==> config.mk <==
export PLATFORM = sky130hd
export DESIGN_NAME = cs_burst_splitter
export DESIGN_NICKNAME = d
export VERILOG_FILES = /design/src/rtl/cs_split_pkg.sv /design/src/rtl/cs_limit_sel.sv /design/src/rtl/cs_low_timer.sv /design/src/rtl/cs_burst_splitter.sv
export SDC_FILE = /design/constraint.sdc
export NUM_CORES = 1
export LEC_CHECK = 0
export BUFFER_PORTS_ARGS = -buffer_cell sky130_fd_sc_hd__buf_4
export CORE_ASPECT_RATIO = 0.8
export CORE_MARGIN = 1
export CORE_UTILIZATION = 60
export DETAILED_ROUTE_END_ITERATION = 8
export PLACE_DENSITY = 0.95
export SYNTH_ARGS = -nofsm -noshare
export SYNTH_HDL_FRONTEND = slang
export SYNTH_SLANG_ARGS = --single-unit
==> constraint.sdc <==
create_clock -name clk -period 7.4 [get_ports clk]
set_clock_uncertainty 0.15 [all_clocks]
set_input_delay 1.48 -clock clk [delete_from_list [all_inputs] [get_ports clk]]
set_output_delay 1.48 -clock clk [all_outputs]
set_load 0.02 [all_outputs]
==> src/rtl/cs_split_pkg.sv <==
package cs_split_pkg;
    typedef enum logic [2:0] {
        ST_IDLE,
        ST_CA,
        ST_LAT,
        ST_DATA,
        ST_GAP
    } split_state_e;
endpackage

==> src/rtl/cs_limit_sel.sv <==
module cs_limit_sel #(
    parameter int CLK_MHZ = 100,
    parameter int GUARD   = 4,
    parameter int CNT_W   = 9
) (
    input  logic [1:0]       temp_code,
    output logic [CNT_W-1:0] budget
);
    localparam int LIM_COOL = 4 * CLK_MHZ;
    localparam int LIM_HOT  = CLK_MHZ;

    always_comb begin
        if (temp_code == 2'b01) begin
            budget = CNT_W'(LIM_COOL - GUARD);
        end else begin
            budget = CNT_W'(LIM_HOT - GUARD);
        end
    end
endmodule

==> src/rtl/cs_low_timer.sv <==
module cs_low_timer #(
    parameter int CNT_W = 9
) (
    input  logic             clk,
    input  logic             rst_n,
    input  logic             cs_low,
    output logic [CNT_W-1:0] count
);
    logic [CNT_W-1:0] count_d, count_q;

    always_comb begin
        if (!cs_low) begin
            count_d = '0;
        end else if (count_q != '1) begin
            count_d = count_q + 1'b1;
        end else begin
            count_d = count_q;
        end
    end

    always_ff @(posedge clk or negedge rst_n) begin
        if (!rst_n) begin
            count_q <= '0;
        end else begin
            count_q <= count_d;
        end
    end

    assign count = count_q;
endmodule

==> src/rtl/cs_burst_splitter.sv <==
module cs_burst_splitter
    import cs_split_pkg::*;
#(
    parameter int CLK_MHZ = 100,
    parameter int ADDR_W  = 24,
    parameter int LEN_W   = 12,
    parameter int GAP_W   = 4,
    parameter int GUARD   = 4,
    parameter int CA_CYC  = 3,
    parameter int LAT_CYC = 6
) (
    input  logic              clk,
    input  logic              rst_n,
    input  logic              req_valid,
    output logic              req_ready,
    input  logic [ADDR_W-1:0] req_addr,
    input  logic [LEN_W-1:0]  req_len,
    input  logic              req_write,
    input  logic              req_wrap,
    input  logic [1:0]        cfg_temp_code,
    input  logic [GAP_W-1:0]  cfg_min_gap,
    output logic              cs_n,
    output logic              ca_valid,
    output logic [ADDR_W-1:0] ca_addr,
    output logic [LEN_W-1:0]  ca_len,
    output logic              ca_write,
    output logic              ca_wrap,
    input  logic              rwds_in,
    output logic              lat_long,
    output logic              data_en,
    output logic [ADDR_W-1:0] data_addr,
    output logic              done
);
    localparam int CNT_W   = $clog2(4 * CLK_MHZ + 1);
    localparam int PH_A    = $clog2(2 * LAT_CYC + CA_CYC + 1);
    localparam int PH_B    = GAP_W + 1;
    localparam int PH_W    = (PH_A > PH_B) ? PH_A : PH_B;

    typedef struct packed {
        split_state_e      st;
        logic [ADDR_W-1:0] base;
        logic [LEN_W-1:0]  len;
        logic [LEN_W-1:0]  sent;
        logic              wr;
        logic              wrap;
        logic [1:0]        code;
        logic [GAP_W-1:0]  gap;
        logic [PH_W-1:0]   ph;
        logic              lat_long;
        logic              done;
    } split_regs_t;

    split_regs_t r_d, r_q;

    logic [CNT_W-1:0] budget;
    logic [CNT_W-1:0] low_cnt;
    logic             cs_low;
    logic [PH_W-1:0]  lat_len;

    cs_limit_sel #(
        .CLK_MHZ (CLK_MHZ),
        .GUARD   (GUARD),
        .CNT_W   (CNT_W)
    ) u_limit (
        .temp_code (r_q.code),
        .budget    (budget)
    );

    cs_low_timer #(
        .CNT_W (CNT_W)
    ) u_timer (
        .clk    (clk),
        .rst_n  (rst_n),
        .cs_low (cs_low),
        .count  (low_cnt)
    );

    assign cs_low  = (r_q.st == ST_CA) || (r_q.st == ST_LAT) || (r_q.st == ST_DATA);
    assign lat_len = r_q.lat_long ? PH_W'(2 * LAT_CYC) : PH_W'(LAT_CYC);

    always_comb begin
        r_d      = r_q;
        r_d.done = 1'b0;
        case (r_q.st)
            ST_IDLE: begin
                if (req_valid) begin
                    r_d.base = req_addr;
                    r_d.len  = req_len;
                    r_d.sent = '0;
                    r_d.wr   = req_write;
                    r_d.wrap = req_wrap;
                    r_d.code = cfg_temp_code;
                    r_d.gap  = cfg_min_gap;
                    r_d.ph   = '0;
                    if (req_len == '0) begin
                        r_d.done = 1'b1;
                    end else begin
                        r_d.st = ST_CA;
                    end
                end
            end
            ST_CA: begin
                if (r_q.ph == PH_W'(CA_CYC - 1)) begin
                    r_d.lat_long = rwds_in;
                    r_d.ph       = '0;
                    r_d.st       = ST_LAT;
                end else begin
                    r_d.ph = r_q.ph + 1'b1;
                end
            end
            ST_LAT: begin
                if (r_q.ph == lat_len - 1'b1) begin
                    r_d.ph = '0;
                    r_d.st = ST_DATA;
                end else begin
                    r_d.ph = r_q.ph + 1'b1;
                end
            end
            ST_DATA: begin
                r_d.sent = r_q.sent + 1'b1;
                if (r_q.sent + 1'b1 == r_q.len) begin
                    r_d.st   = ST_IDLE;
                    r_d.done = 1'b1;
                end else if ({1'b0, low_cnt} + 1'b1 >= {1'b0, budget}) begin
                    r_d.ph = '0;
                    r_d.st = ST_GAP;
                end
            end
            ST_GAP: begin
                if (r_q.ph + 1'b1 >= PH_W'(r_q.gap)) begin
                    r_d.ph = '0;
                    r_d.st = ST_CA;
                end else begin
                    r_d.ph = r_q.ph + 1'b1;
                end
            end
            default: begin
                r_d.st = ST_IDLE;
            end
        endcase
    end

    always_ff @(posedge clk or negedge rst_n) begin
        if (!rst_n) begin
            r_q          <= '0;
            r_q.st       <= ST_IDLE;
        end else begin
            r_q <= r_d;
        end
    end

    assign req_ready = (r_q.st == ST_IDLE);
    assign cs_n      = !cs_low;
    assign ca_valid  = (r_q.st == ST_CA);
    assign ca_addr   = r_q.base + ADDR_W'(r_q.sent);
    assign ca_len    = r_q.len - r_q.sent;
    assign ca_write  = r_q.wr;
    assign ca_wrap   = r_q.wrap;
    assign lat_long  = r_q.lat_long;
    assign data_en   = (r_q.st == ST_DATA);
    assign data_addr = r_q.base + ADDR_W'(r_q.sent);
    assign done      = r_q.done;
endmodule

==> flow_metrics.py <==
metrics = {
    "route": {
        "dr.pass1.iters": 6,
        "wl_per_cell_um": 16.2,
        "wirelength_um": 13600,
        "drc": 0,
        "drtAntennaViolNets": 0,
        "vias": 4951,
        "drt-initial-drc-count": 303,
        "vias_per_cell": 5.88,
    },
    "placement": {
        "routabilityCongestion": 0.926,
        "numPortBuffers": 115,
        "placed_area_um2": 6100,
        "dp_hpwl_um": 9970,
    },
    "run": {
        "max_cap_violations": 0,
    },
    "synth": {
        "avgSynthCellArea_um2": 8.35,
        "yosys-top-cells-area": "dfrtp_1 (35%), nand2_1 (10%), ha_1 (9.1%)",
        "synth_top_area_share_pct": 34.8,
        "synth-seq-area-share_pct": 34.8,
        "yosysMostFrequentCell": "nand2_1",
        "syn-num-nets": 735,
        "async_reset_ff_share_pct": 100,
        "yosys-top-cells-count": "nand2_1 (147), dfrtp_1 (75), ha_1 (39)",
        "yosys_warnings": 0,
        "synth_enable_flop_cells": 0,
        "synth_area_leader_cell": "dfrtp_1",
        "synthFlopType": "dfrtp_1",
        "synth-seq-cells": 75,
        "synthCells": 646,
        "yosysUniqueCellTypes": 62,
        "netlist_area_um2": 5390,
    },
    "timing": {
        "fin_setup_tns_ps": 0,
        "clock.fmax_mhz": 199,
        "min_period_ps": 5020,
        "maxSlewViolCount": 0,
        "min_period_over_period_pct": 67.9,
        "hold_viol": 0,
        "tightest_slew_ps": 984,
        "setup_violations": 0,
        "slew-limit-headroom_pct": 34.4,
        "rsz0062_at_grt": "false",
    },
    "global_routing": {
        "grt-ovfl-total": 0,
        "grtUsageTotal_pct": 30.9,
        "grt_antenna_before_repair": 0,
        "grt_pass1_wl_um": 22500,
        "grt_pass1_vias": 4895,
        "grt_start_max_net_pins": 76,
    },
    "cts": {
        "tritoncts": "yes",
        "cts_setup_buffers": 0,
        "clkSlewWorstSetupHoldPaths_ps": 80,
        "cts_resized": 0,
        "clock_sinks": 75,
        "cts_hold_buf": 0,
        "clk_path_buf_depth": 2,
        "cts_buffers": 9,
        "worst_skew_pair.late_latency_ps": 370,
        "h-tree-depth": 3,
        "root_buffer": "clkbuf_8",
    },
    "die": {
        "die_y_um": 86.8,
        "die_x_um": 108,
        "ioPinCount": 116,
        "rows": 30,
        "core_area_um2": 8600,
        "dieArea_um2": 9370,
        "start_util_pct": 62.7,
    },
    "critical_path": {
        "criticalPathCategory": "reg2out",
        "end_kind": "output pin",
        "r2r_slack_ps": 4310,
        "arrival_ps": 3390,
        "cp_max_fo": 12,
        "crit_required_ps": 5770,
        "worst_setup_path_start_kind": "flip-flop",
        "regToRegEndpoint": "r_q[5]$_DFFE_PN0P_",
        "r2r_start": "r_q[16]$_DFFE_PN0P_",
        "crit_path_start": "r_q[20]$_DFFE_PN0P_",
        "reg2reg_depth": 8,
    },
    "min_path": {
        "hold_depth": 2,
        "min_to": "r_q[12]$_DFFE_PN0P_",
        "hp-start": "r_q[12]$_DFFE_PN0P_",
        "min_path_type": "reg2reg",
    },
    "final_layout": {
        "postLayoutCellArea_um2": 6300,
        "fillers": 618,
        "syn_to_final_growth_pct": 16.9,
        "drive_above_1_share_pct": 20.3,
        "nets": 814,
        "final_core_util_pct": 73.3,
        "diodes": 0,
    },
    "power_and_ir_drop": {
        "powerDensity_nw_per_um2": 368,
        "ir_worst_vdd_v": 0.000277,
        "leakagePower_nw": 3.27,
    },
    "outcome": {
        "status": "finished clean",
    },
}
[through the flow]
stage	std cells	worst slack, ps	hold WS (ps)	total power, W
after floorplan	646	3040	287	0.00156
after global placement	826	3070	301	0.00192
after detailed placement	826	2810	304	0.00198
after CTS	842	2420	324	0.00232
after global routing	842	2120	373	0.00249
final	842	2380	323	0.00232
[power breakdown]
part / switching [W] / internal, W / total, W
Combinational: 0.000787 / 0.000588 / 0.00138
Sequential: 0.000130 / 0.000488 / 0.000617
Clock: 0.000160 / 0.000167 / 0.000326
[cell usage in the layout (no fill, tap or decap), types with 11 or more instances in the layout]
| master | n |
|---|---|
| a21oi_1 | 23 |
| buf_4 | 116 |
| dfrtp_1 | 75 |
| ha_1 | 39 |
| inv_1 | 32 |
| nand2_1 | 147 |
| nand3_1 | 19 |
| nor2_1 | 35 |
| nor3_1 | 11 |
| o21ai_0 | 35 |
| xnor2_1 | 34 |
| xor2_1 | 24 |
[layout make-up]
class,instances,area [µm²],share of cell area (%)
clock inverter,5,60.1,0.953
sequential,75,1880,29.8
multi-input combinational,491,3090,49.1
timing repair buffer,116,871,13.8
tap,112,140,2.22
inverter,32,120,1.91
clock buffer,11,141,2.24
[critical path: stages, from the launching register on]
cell,delay (ps)
dfrtp_1,510
ha_1,420
a21o_1,200
a221oi_1,380
a21oi_1,160
o31ai_1,740
nor2_1,140
xnor2_1,270
buf_4,200
[registers in the layout, summed over array words and instances (netlist names)]
signal and flops:
r_q 62, u_timer.count 9, ca_wrap 1, ca_write 1, done 1, lat_long 1
[layer usage]
| layer | part of all wire [%] | vias to the layer above | routed length (µm) | global-route usage, % |
|---|---|---|---|---|
| met3 | 6.9 | 50 | 936 | 6.92 |
| met5 | 0 | - | 0 | 0 |
| li1 | - | 2336 | - | - |
| met1 | 40 | 2355 | 5490 | 37.6 |
| met4 | 3.6 | 0 | 489 | 15.1 |
| met2 | 49 | 210 | 6710 | 52.0 |
[kinds of logic (layout without fill, tap and decap cells)]
kind of cell / after synthesis / count (layout) / synth area share (%)
simple gates: 280 / 280 / 24.1
compound gates: 108 / 108 / 13.3
buf+inv: 80 / 164 / 7.82
flops: 75 / 75 / 34.8
xor+xnor: 58 / 58 / 9.42
fa+ha+maj: 41 / 41 / 9.79
mux: 4 / 4 / 0.766
[worst max path at each step]
stage,end,slack (ps)
2_1_floorplan,data_addr[20],3040
3_3_place_gp,data_addr[17],3070
3_5_place_dp,data_addr[20],2810
4_1_cts,data_addr[20],2420
5_1_grt,data_addr[15],2120
6_report,ca_addr[21],2380
(Power assumes the default switching activity.)
